[src/rtl/dlsched_pkg.sv]
package dlsched_pkg;
  localparam int NUM_IN    = 4;
  localparam int NUM_LINES = 3;
  localparam int PORT_W    = (NUM_IN > 1) ? $clog2(NUM_IN) : 1;
  localparam int DLY_W     = $clog2(NUM_LINES + 1);

  typedef logic [PORT_W-1:0] port_t;
  typedef logic [DLY_W-1:0]  dly_t;

  // strobes from control to datapath, one per arrival lane
  typedef struct packed {
    logic  place;
    logic  drop;
    dly_t  dly;
    port_t dest;
  } cellCmd_t;

  // one reservation: output port busy in that future slot, fed by line
  typedef struct packed {
    logic busy;
    dly_t line;
  } resEntry_t;
endpackage

[src/rtl/dlsched_ctrl.sv]
module dlsched_ctrl
  import dlsched_pkg::*;
(
  input  logic                          orderMode,
  input  logic [NUM_IN-1:0]             arrValid,
  input  logic [NUM_IN*PORT_W-1:0]      arrDest,
  input  logic [NUM_LINES:1][NUM_IN-1:0] outTaken,
  input  dly_t [NUM_IN-1:0]             lastExit,
  output cellCmd_t [NUM_IN-1:0]         cmd
);
  logic [NUM_LINES:1] lineUsed;
  port_t              dst;
  logic               found;
  dly_t               pick;

  // lanes in ascending order, lines from shortest upward
  always_comb begin
    lineUsed = '0;
    cmd      = '0;
    dst      = '0;
    found    = 1'b0;
    pick     = '0;
    for (int i = 0; i < NUM_IN; i++) begin
      dst   = arrDest[i*PORT_W +: PORT_W];
      found = 1'b0;
      pick  = '0;
      for (int d = 1; d <= NUM_LINES; d++) begin
        if (arrValid[i] && !found && !lineUsed[d] && !outTaken[d][dst] &&
            (!orderMode || dly_t'(d) >= lastExit[i])) begin
          found       = 1'b1;
          pick        = dly_t'(d);
          lineUsed[d] = 1'b1;
        end
      end
      if (arrValid[i]) begin
        cmd[i].dest  = dst;
        cmd[i].place = found;
        cmd[i].drop  = !found;
        cmd[i].dly   = pick;
      end
    end
  end
endmodule

[src/rtl/dlsched_datapath.sv]
module dlsched_datapath
  import dlsched_pkg::*;
(
  input  logic                           clk,
  input  logic                           rst_n,
  input  cellCmd_t [NUM_IN-1:0]          cmd,
  output logic [NUM_LINES:1][NUM_IN-1:0] outTaken,
  output dly_t [NUM_IN-1:0]              lastExit,
  output logic [NUM_IN-1:0]              selValid,
  output logic [NUM_IN*DLY_W-1:0]        selLine,
  output logic [NUM_IN-1:0]              dropFlag,
  output logic [NUM_IN-1:0]              exitValid,
  output logic [NUM_IN*DLY_W-1:0]        exitLine
);
  // row k: reservations for the slot k cycles from now; row 0 is exiting
  resEntry_t [NUM_LINES:0][NUM_IN-1:0] resTbl, resNxt;
  dly_t [NUM_IN-1:0]                   lastNxt;
  logic [NUM_IN-1:0]                   selValidNxt, dropNxt;
  logic [NUM_IN*DLY_W-1:0]             selLineNxt;

  always_comb begin
    resNxt = '0;
    for (int k = 0; k < NUM_LINES; k++) resNxt[k] = resTbl[k+1];
    for (int i = 0; i < NUM_IN; i++) begin
      if (cmd[i].place) begin
        resNxt[cmd[i].dly][cmd[i].dest].busy = 1'b1;
        resNxt[cmd[i].dly][cmd[i].dest].line = cmd[i].dly;
      end
    end
  end

  // remaining slots until the lane's latest scheduled exit
  always_comb begin
    for (int i = 0; i < NUM_IN; i++) begin
      if (cmd[i].place)           lastNxt[i] = cmd[i].dly;
      else if (lastExit[i] != '0) lastNxt[i] = lastExit[i] - dly_t'(1);
      else                        lastNxt[i] = '0;
      selValidNxt[i]                    = cmd[i].place;
      dropNxt[i]                        = cmd[i].drop;
      selLineNxt[i*DLY_W +: DLY_W]      = cmd[i].dly;
    end
  end

  // a line of delay d lands in row d after the shift, so it checks row d+1 now
  for (genvar d = 1; d <= NUM_LINES; d++) begin : g_taken
    for (genvar o = 0; o < NUM_IN; o++) begin : g_port
      if (d < NUM_LINES) begin : g_row
        assign outTaken[d][o] = resTbl[d+1][o].busy;
      end else begin : g_edge
        assign outTaken[d][o] = 1'b0;
      end
    end
  end

  for (genvar o = 0; o < NUM_IN; o++) begin : g_exit
    assign exitValid[o]                 = resTbl[0][o].busy;
    assign exitLine[o*DLY_W +: DLY_W]   = resTbl[0][o].line;
  end

  always_ff @(posedge clk or negedge rst_n) begin
    if (!rst_n) begin
      resTbl   <= '0;
      lastExit <= '0;
      selValid <= '0;
      selLine  <= '0;
      dropFlag <= '0;
    end else begin
      resTbl   <= resNxt;
      lastExit <= lastNxt;
      selValid <= selValidNxt;
      selLine  <= selLineNxt;
      dropFlag <= dropNxt;
    end
  end
endmodule

[src/rtl/cell_delay_scheduler.sv]
module cell_delay_scheduler
  import dlsched_pkg::*;
(
  input  logic                      clk,
  input  logic                      rst_n,
  input  logic                      orderMode,
  input  logic [NUM_IN-1:0]         arrValid,
  input  logic [NUM_IN*PORT_W-1:0]  arrDest,
  output logic [NUM_IN-1:0]         selValid,
  output logic [NUM_IN*DLY_W-1:0]   selLine,
  output logic [NUM_IN-1:0]         dropFlag,
  output logic [NUM_IN-1:0]         exitValid,
  output logic [NUM_IN*DLY_W-1:0]   exitLine
);
  cellCmd_t [NUM_IN-1:0]          cmd;
  logic [NUM_LINES:1][NUM_IN-1:0] outTaken;
  dly_t [NUM_IN-1:0]              lastExit;

  dlsched_ctrl u_ctrl (
    .orderMode (orderMode),
    .arrValid  (arrValid),
    .arrDest   (arrDest),
    .outTaken  (outTaken),
    .lastExit  (lastExit),
    .cmd       (cmd)
  );

  dlsched_datapath u_dp (
    .clk       (clk),
    .rst_n     (rst_n),
    .cmd       (cmd),
    .outTaken  (outTaken),
    .lastExit  (lastExit),
    .selValid  (selValid),
    .selLine   (selLine),
    .dropFlag  (dropFlag),
    .exitValid (exitValid),
    .exitLine  (exitLine)
  );
endmodule

[config.mk]
export PLATFORM = sky130hd
export DESIGN_NAME = cell_delay_scheduler
export DESIGN_NICKNAME = d
export VERILOG_FILES = /design/src/rtl/dlsched_pkg.sv /design/src/rtl/dlsched_ctrl.sv /design/src/rtl/dlsched_datapath.sv /design/src/rtl/cell_delay_scheduler.sv
export SDC_FILE = /design/constraint.sdc
export NUM_CORES = 1
export LEC_CHECK = 0
export BUFFER_PORTS_ARGS = -buffer_cell sky130_fd_sc_hd__buf_2
export CORE_ASPECT_RATIO = 0.9
export CORE_MARGIN = 8
export CORE_UTILIZATION = 45
export CTS_CLUSTER_SIZE = 28
export DETAILED_ROUTE_END_ITERATION = 10
export MAX_ROUTING_LAYER = met4
export SLEW_MARGIN = 20
export SYNTH_ARGS = -nofsm -noshare
export SYNTH_HDL_FRONTEND = slang
export SYNTH_SLANG_ARGS = --single-unit
[constraint.sdc]
create_clock -name clk -period 3.7 [get_ports clk]
set_clock_uncertainty 0.15 [all_clocks]
set_input_delay 0.555 -clock clk [delete_from_list [all_inputs] [get_ports clk]]
set_output_delay 0.555 -clock clk [all_outputs]
set_load 0.1 [all_outputs]
[Yosys cells after proc, flatten, opt, wreduce, memory -nomap -nowiden]
Index checks and enable logic that the tools add are counted.
Word-level totals
  register bits after elaboration: 72
  output and inout bits: 28
Cells by class
  add/sub/neg operators: 4
  order comparisons: 32
  mux-type cells: 112
  reductions and logical operators: 98
Operators by type and width (count)
  $bwmux 48: 8
  $demux 12 s2: 8
  $mux 48: 4
  $mux 12: 8
  $logic_and 1x1->1: 49
  $demux 3 s2: 8
  $mux 2: 20
  $lt 2x3->1 const B: 12
  $mux 1: 36
  $logic_not 1->1: 33
  $bmux 1 s2: 12
  $mux 6: 4
  $ge 2x1->1 const B: 8
  $ge 2x2->1 const A: 8
  $logic_or 1x1->1: 12
  $mux 3: 4
  $ge 1x2->1 const A: 4
  $reduce_bool 2->1: 4
  $sub 2x1->2 const B: 4

[Depth between registers and ports, before layout]
Gate-level depths: netlist of run 1.
  depth in word-level cells: 44
  depth in mapped cells: 9
  gate-level depth less buffers: 7

[Modules after synthesis]
A second synthesis of run 1 with hierarchy kept.
Unflattened totals
  cell total of the unflattened synthesis: 345
  area, all modules: 3856.2 µm²
Modules (own cells, without submodules)
  dlsched_datapath: instances 1, cells an instance 250, area each 3031.7 µm², seq. area each 1801.7 µm²
  dlsched_ctrl: instances 1, cells an instance 95, area each 824.5 µm², seq. area each 0.0 µm²

[Least setup slack after synthesis of run 1]
OpenSTA, ideal clock, no wires.
  kind: input to register
  start point: input port arrDest[2]
  end point: register u_dp.resTbl (netlist bit u_dp.outTaken[2])
  arrival: 2.555 ns
  data required time: 3.426 ns
  setup slack: 0.871 ns
  cell stages on the path: 8
  buffers on the path: 2
  cells stage by stage: buf_6 mux4_2 or3_1 buf_6 a31oi_4 nor4_2 a2111o_1 or2_1
RTL lines
  start: declaration: line cell_delay_scheduler.sv:8  | input logic [NUM_IN*PORT_W-1:0] arrDest,
  end signal: assignment: line dlsched_datapath.sv:68  | resTbl <= resNxt;
  end: declaration: line dlsched_datapath.sv:16  | resEntry_t [NUM_LINES:0][NUM_IN-1:0] resTbl, resNxt;

==> summary.txt, run 1 <==
Run status
  – Outcome: finished, final reports clean

Logic synthesis
  – Yosys warnings: 0
  – Synth Flop Type: dfrtp_1
  – Syn_nets: 320
  – Synth cell count leaders: 72 x dfrtp_1, 22 x nand2_1, 21 x nor2_1
  – Seq cells post-synth: 72
  – Post-synth EDFFs: 0
  – Syn Area/Cell: around 11 um^2
  – Synth top area share: 0.516
  – Sequential area share after synthesis: 0.516
  – Top cells by area, synth: dfrtp_1 52%, mux4_2 5.2%, o221ai_1 3.3%
  – Yosys top cell by area: dfrtp_1
  – Async SR Flop Fraction: 1.00
  – Netlist cell types: between 60 and 70
  – Most frequent cell after synthesis: dfrtp_1
  – Syn Inst Count: roughly 300
  – Mapped Area: roughly 3500 um^2

Cells and area
  – Diode count: 0
  – Final net count: 340
  – Area grow syn2layout: 9.61%
  – Fillers: 703
  – Final core occ: 0.507
  – Layout cell share with drive strength beyond 1: 0.300

Worst hold path
  – Worst Hold Class: flip-flop to flip-flop

GRT
  – Total gr overflow: 0
  – Antenna violations before repair: 0
  – First-pass GRT wire length: 13700 um
  – Vias in the first global route: around 2400
  – Global Route Usage Sum: 0.172
  – Pin count of the biggest net entering global routing: 38

Power and ir drop
  – Static Leak: between 1.5 and 2 nW
  – Max VDD drop: ~0.00032 V
  – Power per cell area: ~900 nW/um^2
  – Sw frac: 0.475
  – Seq pwr share: 0.348
  – Combinational group share of total power: 0.443
  – Internal: between 1.5 and 2 mW
  – Clk pwr share: 0.209
  – Switching power: roughly 1.6 mW

Clock network
  – CTS Buf Count: 9
  – CTS sink count: 72
  – CTS tree: yes
  – CTS resizes: 0
  – Clock root cell: clkbuf_8
  – CTS H-Tree Depth: 3
  – CTS Hold Bufs: 1
  – Clock buffer depth: 2
  – Clock edge transition at the registers on the reported setup and hold paths: 80 ps
  – Post-CTS setup buffer count: 0
  – Clk_lat worst skew: around 350 ps

Timing
  – Final Slew Violations: 0
  – Final hold vios: 0
  – Setup total negative slack: 0 ps
  – Min Tclk post-route: between 3000 and 4000 ps
  – Relative slew slack: 0.458
  – Maximum clock frequency: about 330 MHz
  – Crit share post-route: 0.823
  – Setup violators final: 0
  – Worst Tran Pin Value: approximately 800 ps
  – RSZ-0062 raised after global routing: no

Place
  – Hpwl dp: 6190 um
  – GP Congestion: 0.882
  – Buffers on Ports: between 40 and 50

Worst setup path
  – CP peak stage delay: roughly 500 ps
  – Crit path capture type: flip-flop
  – CP cell instances: mux2_2 > o221ai_1 > inv_1 > a21o_1 > o21ai_1 > nand3b_4 > o311ai_1
  – Critical path data required time: 3780 ps
  – Slowest-stage cell, CP: dfrtp_1
  – Top delay family on crit path: compound AO/OA/AOI/OAI gates
  – Crit Path Category: flip-flop to flip-flop
  – Crit path DAT: ~3100 ps
  – Critical path launch point type: flip-flop
  – Buffer and inverter count on the worst path: 1
  – Maximum fanout along the worst path: 14

Floorplan
  – Starting Density: 0.462
  – Core box area: about 7500 um^2
  – Die ar.: around 11000 um^2
  – I/O Pins: 43
  – Die Wd: ~110 um
  – Chip height: 99.5 um
  – Site Rows: 30

Routing
  – Residual DRC: 0
  – Post-route ant nets: 0
  – Routed WL: approximately 8400 um
  – Vias: ~2500
  – Via/cell ratio: around 5.8
  – Pre-antenna DRT Iters: 5
  – WL/cell: 19.8 um
  – Iteration-0 DRC count of the detailed router: between 200 and 250

Run
  – Max Cap Viol: 0
## power groups by stage
stage / Combinational, mW / Sequential, mW / Clock, mW
2_1_floorplan: 0.956 / 1.50 / 0
3_3_place_gp: 1.48 / 1.17 / 0
3_5_place_dp: 1.48 / 1.18 / 0
4_1_cts: 1.48 / 1.16 / 0.720
5_1_grt: 1.57 / 1.19 / 0.760
6_report: 1.48 / 1.16 / 0.698
## routing by layer
layer,vias to the layer above,share of wire,GRT usage
met5,-,0,-
met4,0,0.022,0.0578
met3,22,0.086,0.0498
met2,111,0.45,0.244
met1,1213,0.45,0.228
li1,1128,-,-
## layout make-up
class	instances	area [um^2]	share of cell area
flip-flops and latches	72	1800	0.471
clock inverters	6	90.1	0.0236
well taps	96	120	0.0314
clock buffers	10	138	0.0360
repair buffers	48	258	0.0674
inverters	13	48.8	0.0128
multi-input cells	181	1370	0.358
## worst paths after layout
check                                  from               end  slack, ps  cells after the start
setup / recovery           u_dp.outTaken[3]   u_dp.resTbl[36]        660                      7
setup reg to reg           u_dp.outTaken[3]   u_dp.resTbl[36]        660                      7
hold / removal              u_dp.resTbl[13]  u_dp.exitLine[1]        200                      0
min in group asynchronous             rst_n  u_dp.dropFlag[0]        480                      2
hold reg to reg             u_dp.resTbl[13]  u_dp.exitLine[1]        200                      0
max in group asynchronous             rst_n  u_dp.outTaken[7]       2150                      3
## layout by cell type, fill, tap and decap left out, drive strengths merged, types with 3 or more instances in the layout
cell type	n
dfrtp	72
buf	47
nand2	22
nor2	21
inv	14
o221ai	13
a21oi	12
clkbuf	10
nand2b	9
or2	9
mux4	8
nor3	8
and2	7
nand3	6
o21ai	6
nor4	5
o311ai	4
a31oi	4
nand3b	4
or3	4
a21o	3
and3	3
a22oi	3
a211o	3
## metrics by stage
step / hold slack, ps / cells / setup WS, ps / power [mW] / cell area (um^2)
after global placement: 182 / 409 / 385 / 2.65 / 3590
after floorplan: 109 / 305 / 871 / 2.46 / 3490
after global routing: 208 / 426 / 489 / 3.51 / 3820
final: 196 / 426 / 656 / 3.34 / 3820
after detailed placement: 185 / 409 / 399 / 2.66 / 3590
after CTS: 198 / 426 / 663 / 3.37 / 3820
## cell families after synthesis
kind of cell / share of synthesized area
other: 0.00108
AOI/OAI and AO/OA: 0.164
and+or+nand+nor: 0.169
muxes: 0.0581
DFF: 0.516
buffers and inverters: 0.0915
## flip-flops by register name, indices dropped and copies added, names as in the netlist
name	flops
u_dp.resTbl	28
u_dp.exitLine	8
u_dp.lastExit	8
u_dp.outTaken	8
u_dp.selLine	8
u_dp.dropFlag	4
u_dp.exitValid	4
u_dp.selValid	4
Note: power is estimated with default switching activity, not from simulation.
==> run 2, diff against run 1 <==
--- a/config.mk
+++ b/config.mk
@@ -12,6 +12,7 @@
 export CTS_CLUSTER_SIZE = 28
 export DETAILED_ROUTE_END_ITERATION = 10
 export MAX_ROUTING_LAYER = met4
+export PLACE_DENSITY = 0.67
 export SLEW_MARGIN = 20
 export SYNTH_ARGS = -nofsm -noshare
 export SYNTH_HDL_FRONTEND = slang
==> constraint.sdc (replaced) <==
create_clock -name clk -period 2.57 [get_ports clk]
set_clock_uncertainty 0.15 [all_clocks]
set_input_delay 0.3855 -clock clk [delete_from_list [all_inputs] [get_ports clk]]
set_output_delay 0.3855 -clock clk [all_outputs]
set_load 0.1 [all_outputs]
==> run 2 against run 1 <==
The run now ends with negative setup slack left. Setup slack got worse by 890 ps. Register-to-register slack got worse by 890 ps. Total power rose by 65%. Critical path depth rose by 1. First-iteration DRC count fell by 30%.
==> summary.txt, run 2 (synthesis results as in run 1) <==
GRT
  – Total gr overflow: 0 (unchanged)
  – First-pass GRT wire length: 15200 um (+11%)
  – Pin count of the biggest net entering global routing: 73 (+92%)
  – Antenna violations before repair: 0 (unchanged)
  – Vias in the first global route: 2837 (+16%)
  – Global Route Usage Sum: 0.194 (+0.0218)

Routing
  – Vias: 2824 (+14%)
  – Pre-antenna DRT Iters: 4 (-1)
  – Via/cell ratio: 5.60 (-3.5%)
  – Iteration-0 DRC count of the detailed router: 149 (-30%)
  – Routed WL: 10100 um (+20%)
  – Residual DRC: 0 (unchanged)
  – WL/cell: 20.1 um (+1.7%)
  – Post-route ant nets: 0 (unchanged)

Cells and area
  – Most frequent cells in the layout: 66 x buf_4, 64 x dfrtp_1, 43 x buf_2
  – Reg with most FFs: u_dp.resTbl
  – Final Instance Area: 4800 um^2 (+25%)
  – Area grow syn2layout: 37.5%
  – Fillers: 615 (-13%)
  – Final core occ: 0.636 (+0.129)
  – Leading cell type in the layout, fill and taps excluded: buf_4
  – Layout cell share with drive strength beyond 1: 0.538 (+0.238)
  – Reg area: 1810 um^2 (+0.56%)
  – Multi-input logic area: 1700 um^2 (+24%)
  – Final net count: 417 (+23%)
  – Number of flip-flops under the largest register name: 28 (unchanged)

Floorplan
  – Die Wd: 109 um (unchanged)
  – Starting Density: 0.462 (unchanged)
  – Core box area: 7540 um^2 (unchanged)
  – Die ar.: 10800 um^2 (unchanged)
  – Site Rows: 30 (unchanged)
  – Chip height: 99.5 um (unchanged)
  – I/O Pins: 43 (unchanged)

Run status
  – Outcome: finished, violations left
  – Failing checks: negative setup slack

Worst setup path
  – Critical path data required time: 2670 ps (-1110 ps)
  – Critical path launch point type: flip-flop
  – Crit path capture type: flip-flop
  – Crit Path Category: flip-flop to flip-flop
  – Crit path DAT: 2900 ps (-220 ps)
  – Maximum fanout along the worst path: 7 (-7)

Run
  – Max Cap Viol: 0 (unchanged)

Clock network
  – Clock root cell: clkbuf_8
  – Clock buffer depth: 2 (unchanged)
  – Clk_lat worst skew: 350 ps (about the same)
  – Clock edge transition at the registers on the reported setup and hold paths: 80 ps (about the same)
  – CTS sink count: 72 (unchanged)
  – CTS H-Tree Depth: 3 (unchanged)
  – CTS tree: yes
  – CTS Buf Count: 9 (unchanged)

Timing
  – Maximum clock frequency: 356 MHz (+8.4%)
  – RSZ-0062 raised after global routing: yes
  – Worst Tran Pin Value: 599 ps (-208 ps)
  – Final Slew Violations: 0 (unchanged)
  – Crit share post-route: 1.09 (+0.270)
  – Relative slew slack: 0.596 (+0.139)
  – Final hold vios: 0 (unchanged)
  – Min Tclk post-route: 2810 ps (-236 ps)
  – Setup violators final: 35 (+35)
  – PnR worst setup slack: -238 ps (-894 ps)
  – Setup total negative slack: -4530 ps (-4530 ps)

Power and ir drop
  – Power per cell area: 1150 nW/um^2 (+32%)
  – Static Leak: 2.24 nW (+25%)
  – Max VDD drop: 0.000654 V (+110%)

Place
  – Hpwl dp: 6990 um (+13%)
  – GP Congestion: 0.946 (+7.3%)
  – Buffers on Ports: 42 (unchanged)
  – DP Area: 4070 um^2 (+13%)

Worst hold path
  – Worst Hold Class: input pin to flip-flop
-- run 2: cell count changes in the layout (fill, tap and decap cells not counted), moves of 4 or more --
cell	change
buf_4	+61
o311ai_1	-4
dfrtp_2	+8
o221ai_1	-8
buf_6	+11
dfrtp_1	-8
o221ai_2	+7
-- run 2: through the flow --
| step | worst slack [ps] | total power [mW] | std cells | hold slack (ps) |
|---|---|---|---|---|
| after CTS | -173 | 5.34 | 490 | 139 |
| after global placement | -281 | 4.11 | 467 | 183 |
| after global routing | -294 | 5.74 | 503 | 138 |
| final | -238 | 5.52 | 504 | 146 |
| after floorplan | -80.8 | 3.56 | 305 | -60.1 |
| after detailed placement | -291 | 4.13 | 467 | 187 |
-- run 2: worst max-delay path, cell delays in order (launching register included) --
cell      delay, ps
dfrtp_2         490
mux4_2          490
or3_4           370
buf_6           150
a31oi_4         220
buf_6           130
o311ai_4        100
nand3b_4        300
o311ai_4        300
-- run 2: path summary, 6_finish.rpt --
kind | start | end | slack (ps) | cells after the start
worst max-delay path | u_dp.outTaken[1] | u_dp.outTaken[4] | -240 | 8
min in group asynchronous | rst_n | u_dp.exitLine[1] | 430 | 3
worst min register to register | u_dp.resTbl[21] | u_dp.exitLine[6] | 200 | 0
worst min-delay path | arrValid[0] | u_dp.selValid[0] | 150 | 2
worst max register to register | u_dp.outTaken[1] | u_dp.outTaken[4] | -240 | 8
max in group asynchronous | rst_n | u_dp.outTaken[3] | 1520 | 3
-- run 2: repair_timing --
item                                    in CTS  in global routing
endpoints found under the setup margin      42                 48
hold endpoints to repair                    72                  0
resized for setup                           41                 28
pin swaps                                    6                 13
hold buffers                                 1                  0
gates cloned                                 1                  2
setup buffers                                6                 11
-- run 2: layer usage --
metal  up-vias  global-route usage  share of wire
met2       105               0.304           0.48
met4         0              0.0715          0.029
met5         -                   -              0
met1      1405               0.234           0.42
met3        26              0.0504          0.072
li1       1288                   -              -
-- run 2: final cells by class --
type                    instances  area share
diodes                          1    0.000522
inverters                      13      0.0102
repair buffers                123       0.184
multi-input cells             183       0.355
well taps                      96      0.0250
flip-flops and latches         72       0.378
clock inverters                 6      0.0188
clock buffers                  10      0.0287
-- run 2: power breakdown --
part	internal, mW	switching [mW]
clock	0.578	0.441
sequential	1.49	0.215
combinational	0.899	1.90
==> run 3, diff against run 2 <==
==> constraint.sdc (replaced) <==
create_clock -name clk -period 2.55 [get_ports clk]
set_clock_uncertainty 0.15 [all_clocks]
set_input_delay 0.3825 -clock clk [delete_from_list [all_inputs] [get_ports clk]]
set_output_delay 0.3825 -clock clk [all_outputs]
set_load 0.1 [all_outputs]
==> run 3 against run 2 <==
Core utilization up 2.1 points. Combinational power up 7.5%. Sequential power about the same. Highest routed layer unchanged. Global-route usage about the same. Maximum frequency down 1.4%. The flow still finishes with violations (negative setup slack).
==> summary.txt, run 3 (synthesis results as in run 1) <==
Worst setup path
  – Crit-path most repeated cell: o311ai_4
  – Slowest-stage cell, CP: mux4_2
  – CP peak stage delay: 530 ps (+40 ps)
  – Reg-to-reg endpoint: u_dp.outTaken[4]
  – Crit path capture type: flip-flop
  – CP cell instances: buf_6 > mux4_2 > or3_4 > a21oi_4 > buf_12 > o311ai_4 > nand3b_4 > buf_4 > o311ai_4
  – Crit path DAT: 2960 ps (+60 ps)
  – R2R depth: 9 (+1)
  – Critical path data required time: 2660 ps (about the same)
  – Critical path launch point type: flip-flop
  – Reg2Reg Setup Slack: -300 ps (-60 ps)
  – Maximum fanout along the worst path: 6 (-1)
  – Crit Path Category: flip-flop to flip-flop
  – Reg2reg start: u_dp.outTaken[2]

Power and ir drop
  – Switching power: 2.63 mW (+2.8%)
  – Sw frac: 0.459 (-0.00383)
  – Max VDD drop: 0.000568 V (-13%)
  – Combinational group share of total power: 0.525 (+0.018)
  – Clk pwr share: 0.177 (-0.007)
  – Power per cell area: 1150 nW/um^2 (+0.32%)
  – Static Leak: 2.27 nW (+1.4%)
  – Seq pwr share: 0.297 (-0.012)
  – Internal: 3.10 mW (+4.4%)
  – Overall power: 5.72 mW (+3.6%)

Timing
  – Maximum clock frequency: 351 MHz (-1.4%)
  – RSZ-0062 raised after global routing: yes
  – Relative slew slack: 0.555 (-0.0414)
  – Setup violators final: 42 (+20%)
  – Final hold vios: 0 (unchanged)
  – Min Tclk post-route: 2850 ps (+38.8 ps)
  – Worst Tran Pin Value: 660 ps (+61.4 ps)
  – Crit share post-route: 1.12 (+0.0238)
  – PnR worst setup slack: -296 ps (-58.8 ps)
  – Fin Hold WS: 153 ps (+7.14 ps)
  – Final Slew Violations: 0 (unchanged)

GRT
  – Vias in the first global route: 2896 (+2.1%)
  – First-pass GRT wire length: 15400 um (+1.5%)
  – Global Route Usage Sum: 0.193 (-0.000281)
  – Pin count of the biggest net entering global routing: 73 (unchanged)
  – Total gr overflow: 0 (unchanged)
  – Antenna violations before repair: 0 (unchanged)

Place
  – Hpwl dp: 6800 um (-2.7%)
  – DP Cell Count: 459 (-1.7%)
  – Buffers on Ports: 42 (unchanged)
  – GP Congestion: 0.988 (+4.4%)

Worst hold path
  – Worst Hold Path EP: u_dp.selValid[0]
  – HP Start: arrValid[0]
  – Worst hold path depth: 2 (unchanged)
  – Worst Hold Class: input pin to flip-flop

Floorplan
  – Chip height: 99.5 um (unchanged)
  – Core box area: 7540 um^2 (unchanged)
  – I/O Pins: 43 (unchanged)
  – Starting Density: 0.462 (unchanged)
  – Die Wd: 109 um (unchanged)
  – Site Rows: 30 (unchanged)
  – Die ar.: 10800 um^2 (unchanged)

Cells and area
  – Leading cell type in the layout, fill and taps excluded: dfrtp_1
  – Diode count: 0 (-1)
  – Number of flip-flops under the largest register name: 28 (unchanged)
  – Layout cell share with drive strength beyond 1: 0.559 (+0.0210)
  – Most frequent cells in the layout: 69 x dfrtp_1, 56 x buf_4, 42 x buf_2
  – Reg with most FFs: u_dp.resTbl
  – Final net count: 416 (-0.24%)
  – Area grow syn2layout: 42.1%
  – Final Non-Filler Cells: 502 (-0.40%)

Routing
  – Via/cell ratio: 5.64 (+0.68%)
  – Metal3 WL: 796 um (+9.2%)
  – DRT met1 WL: 4070 um (-5.0%)
  – Residual DRC: 0 (unchanged)
  – Met2 routed WL: 4840 um (+0.44%)
  – Iteration-0 DRC count of the detailed router: 176 (+18%)
  – WL/cell: 20.0 um (-0.65%)
  – Pre-antenna DRT Iters: 4 (unchanged)
  – Post-route ant nets: 0 (unchanged)
  – Routed WL: 10000 um (-1.0%)
  – DR top layer: met4
  – Vias: 2832 (+0.28%)

Run status
  – Outcome: finished, violations left
  – Failing checks: negative setup slack

Clock network
  – CTS tree: yes
  – CTS sink count: 72 (unchanged)
  – Clk_lat worst skew: 360 ps (about the same)
  – CTS H-Tree Depth: 3 (unchanged)
  – Clock edge transition at the registers on the reported setup and hold paths: 70 ps (about the same)
  – Clock root cell: clkbuf_8
  – CTS Buf Count: 9 (unchanged)
  – Clock buffer depth: 2 (unchanged)

Run
  – Max Cap Viol: 0 (unchanged)
## run 3: layer usage
metal / global-route usage / up-vias
met4: 0.0946 / 0
met5: - / -
met1: 0.235 / 1420
li1: - / 1275
met3: 0.0472 / 26
met2: 0.295 / 111
## run 3: cell type report
cell class / instances / area, um^2
Fill cell: 581 / 2590
Inverter: 13 / 48.8
Clock buffer: 12 / 145
Tap cell: 96 / 120
Multi-Input combinational cell: 182 / 1790
Sequential cell: 72 / 1810
Timing Repair Buffer: 123 / 968
Clock inverter: 4 / 76.3
## run 3: timing repair
| item | CTS | global route |
|---|---|---|
| setup endpoints to repair | 47 | 51 |
| endpoints found under the hold margin | 72 | 0 |
| gates resized for setup | 62 | 33 |
| setup buffers | 12 | 16 |
| hold buffers | 1 | 0 |
| pin swaps | 14 | 12 |
| gates cloned | 1 | 1 |
## run 3: worst max path at each step
stage                                   to  depth (start not counted)        startpoint  slack [ps]
final                     u_dp.outTaken[4]                          9  u_dp.outTaken[2]        -300
after global routing       u_dp.resTbl[24]                          9  u_dp.outTaken[2]        -390
after CTS                 u_dp.outTaken[2]                          8  u_dp.outTaken[2]        -240
after detailed placement   u_dp.resTbl[24]                          9        arrDest[0]        -320
after global placement     u_dp.resTbl[24]                          9        arrDest[0]        -400
after floorplan           u_dp.outTaken[2]                          8        arrDest[2]        -100
## run 3: worst max-delay path: cells and delay by family (launching register included)
kind,cells,cell delay (ps)
and+or+nand+nor,2,680
AOI/OAI and AO/OA,3,460
buffers and inverters,3,480
DFF,1,450
muxes,1,530
## run 3: per-stage QoR
| stage | setup TNS [ps] | instance area (um^2) | util | setup slack, ps |
|---|---|---|---|---|
| after floorplan | -638 | 3520 | - | -97.8 |
| after global placement | -8960 | 4030 | 0.534 | -402 |
| after detailed placement | -9140 | 4030 | 0.534 | -325 |
| after CTS | -5490 | 4660 | 0.618 | -244 |
| after global routing | -9660 | 4960 | 0.657 | -388 |
| final | -7260 | 4960 | 0.657 | -296 |
## run 3: power groups by stage
stage	clock [mW]	combinational [mW]	sequential (mW)
final	1.01	3.01	1.70
after CTS	1.03	2.75	1.69
after detailed placement	0	2.45	1.71
after global placement	0	2.44	1.69
after global routing	1.07	3.14	1.73
after floorplan	0	1.41	2.18
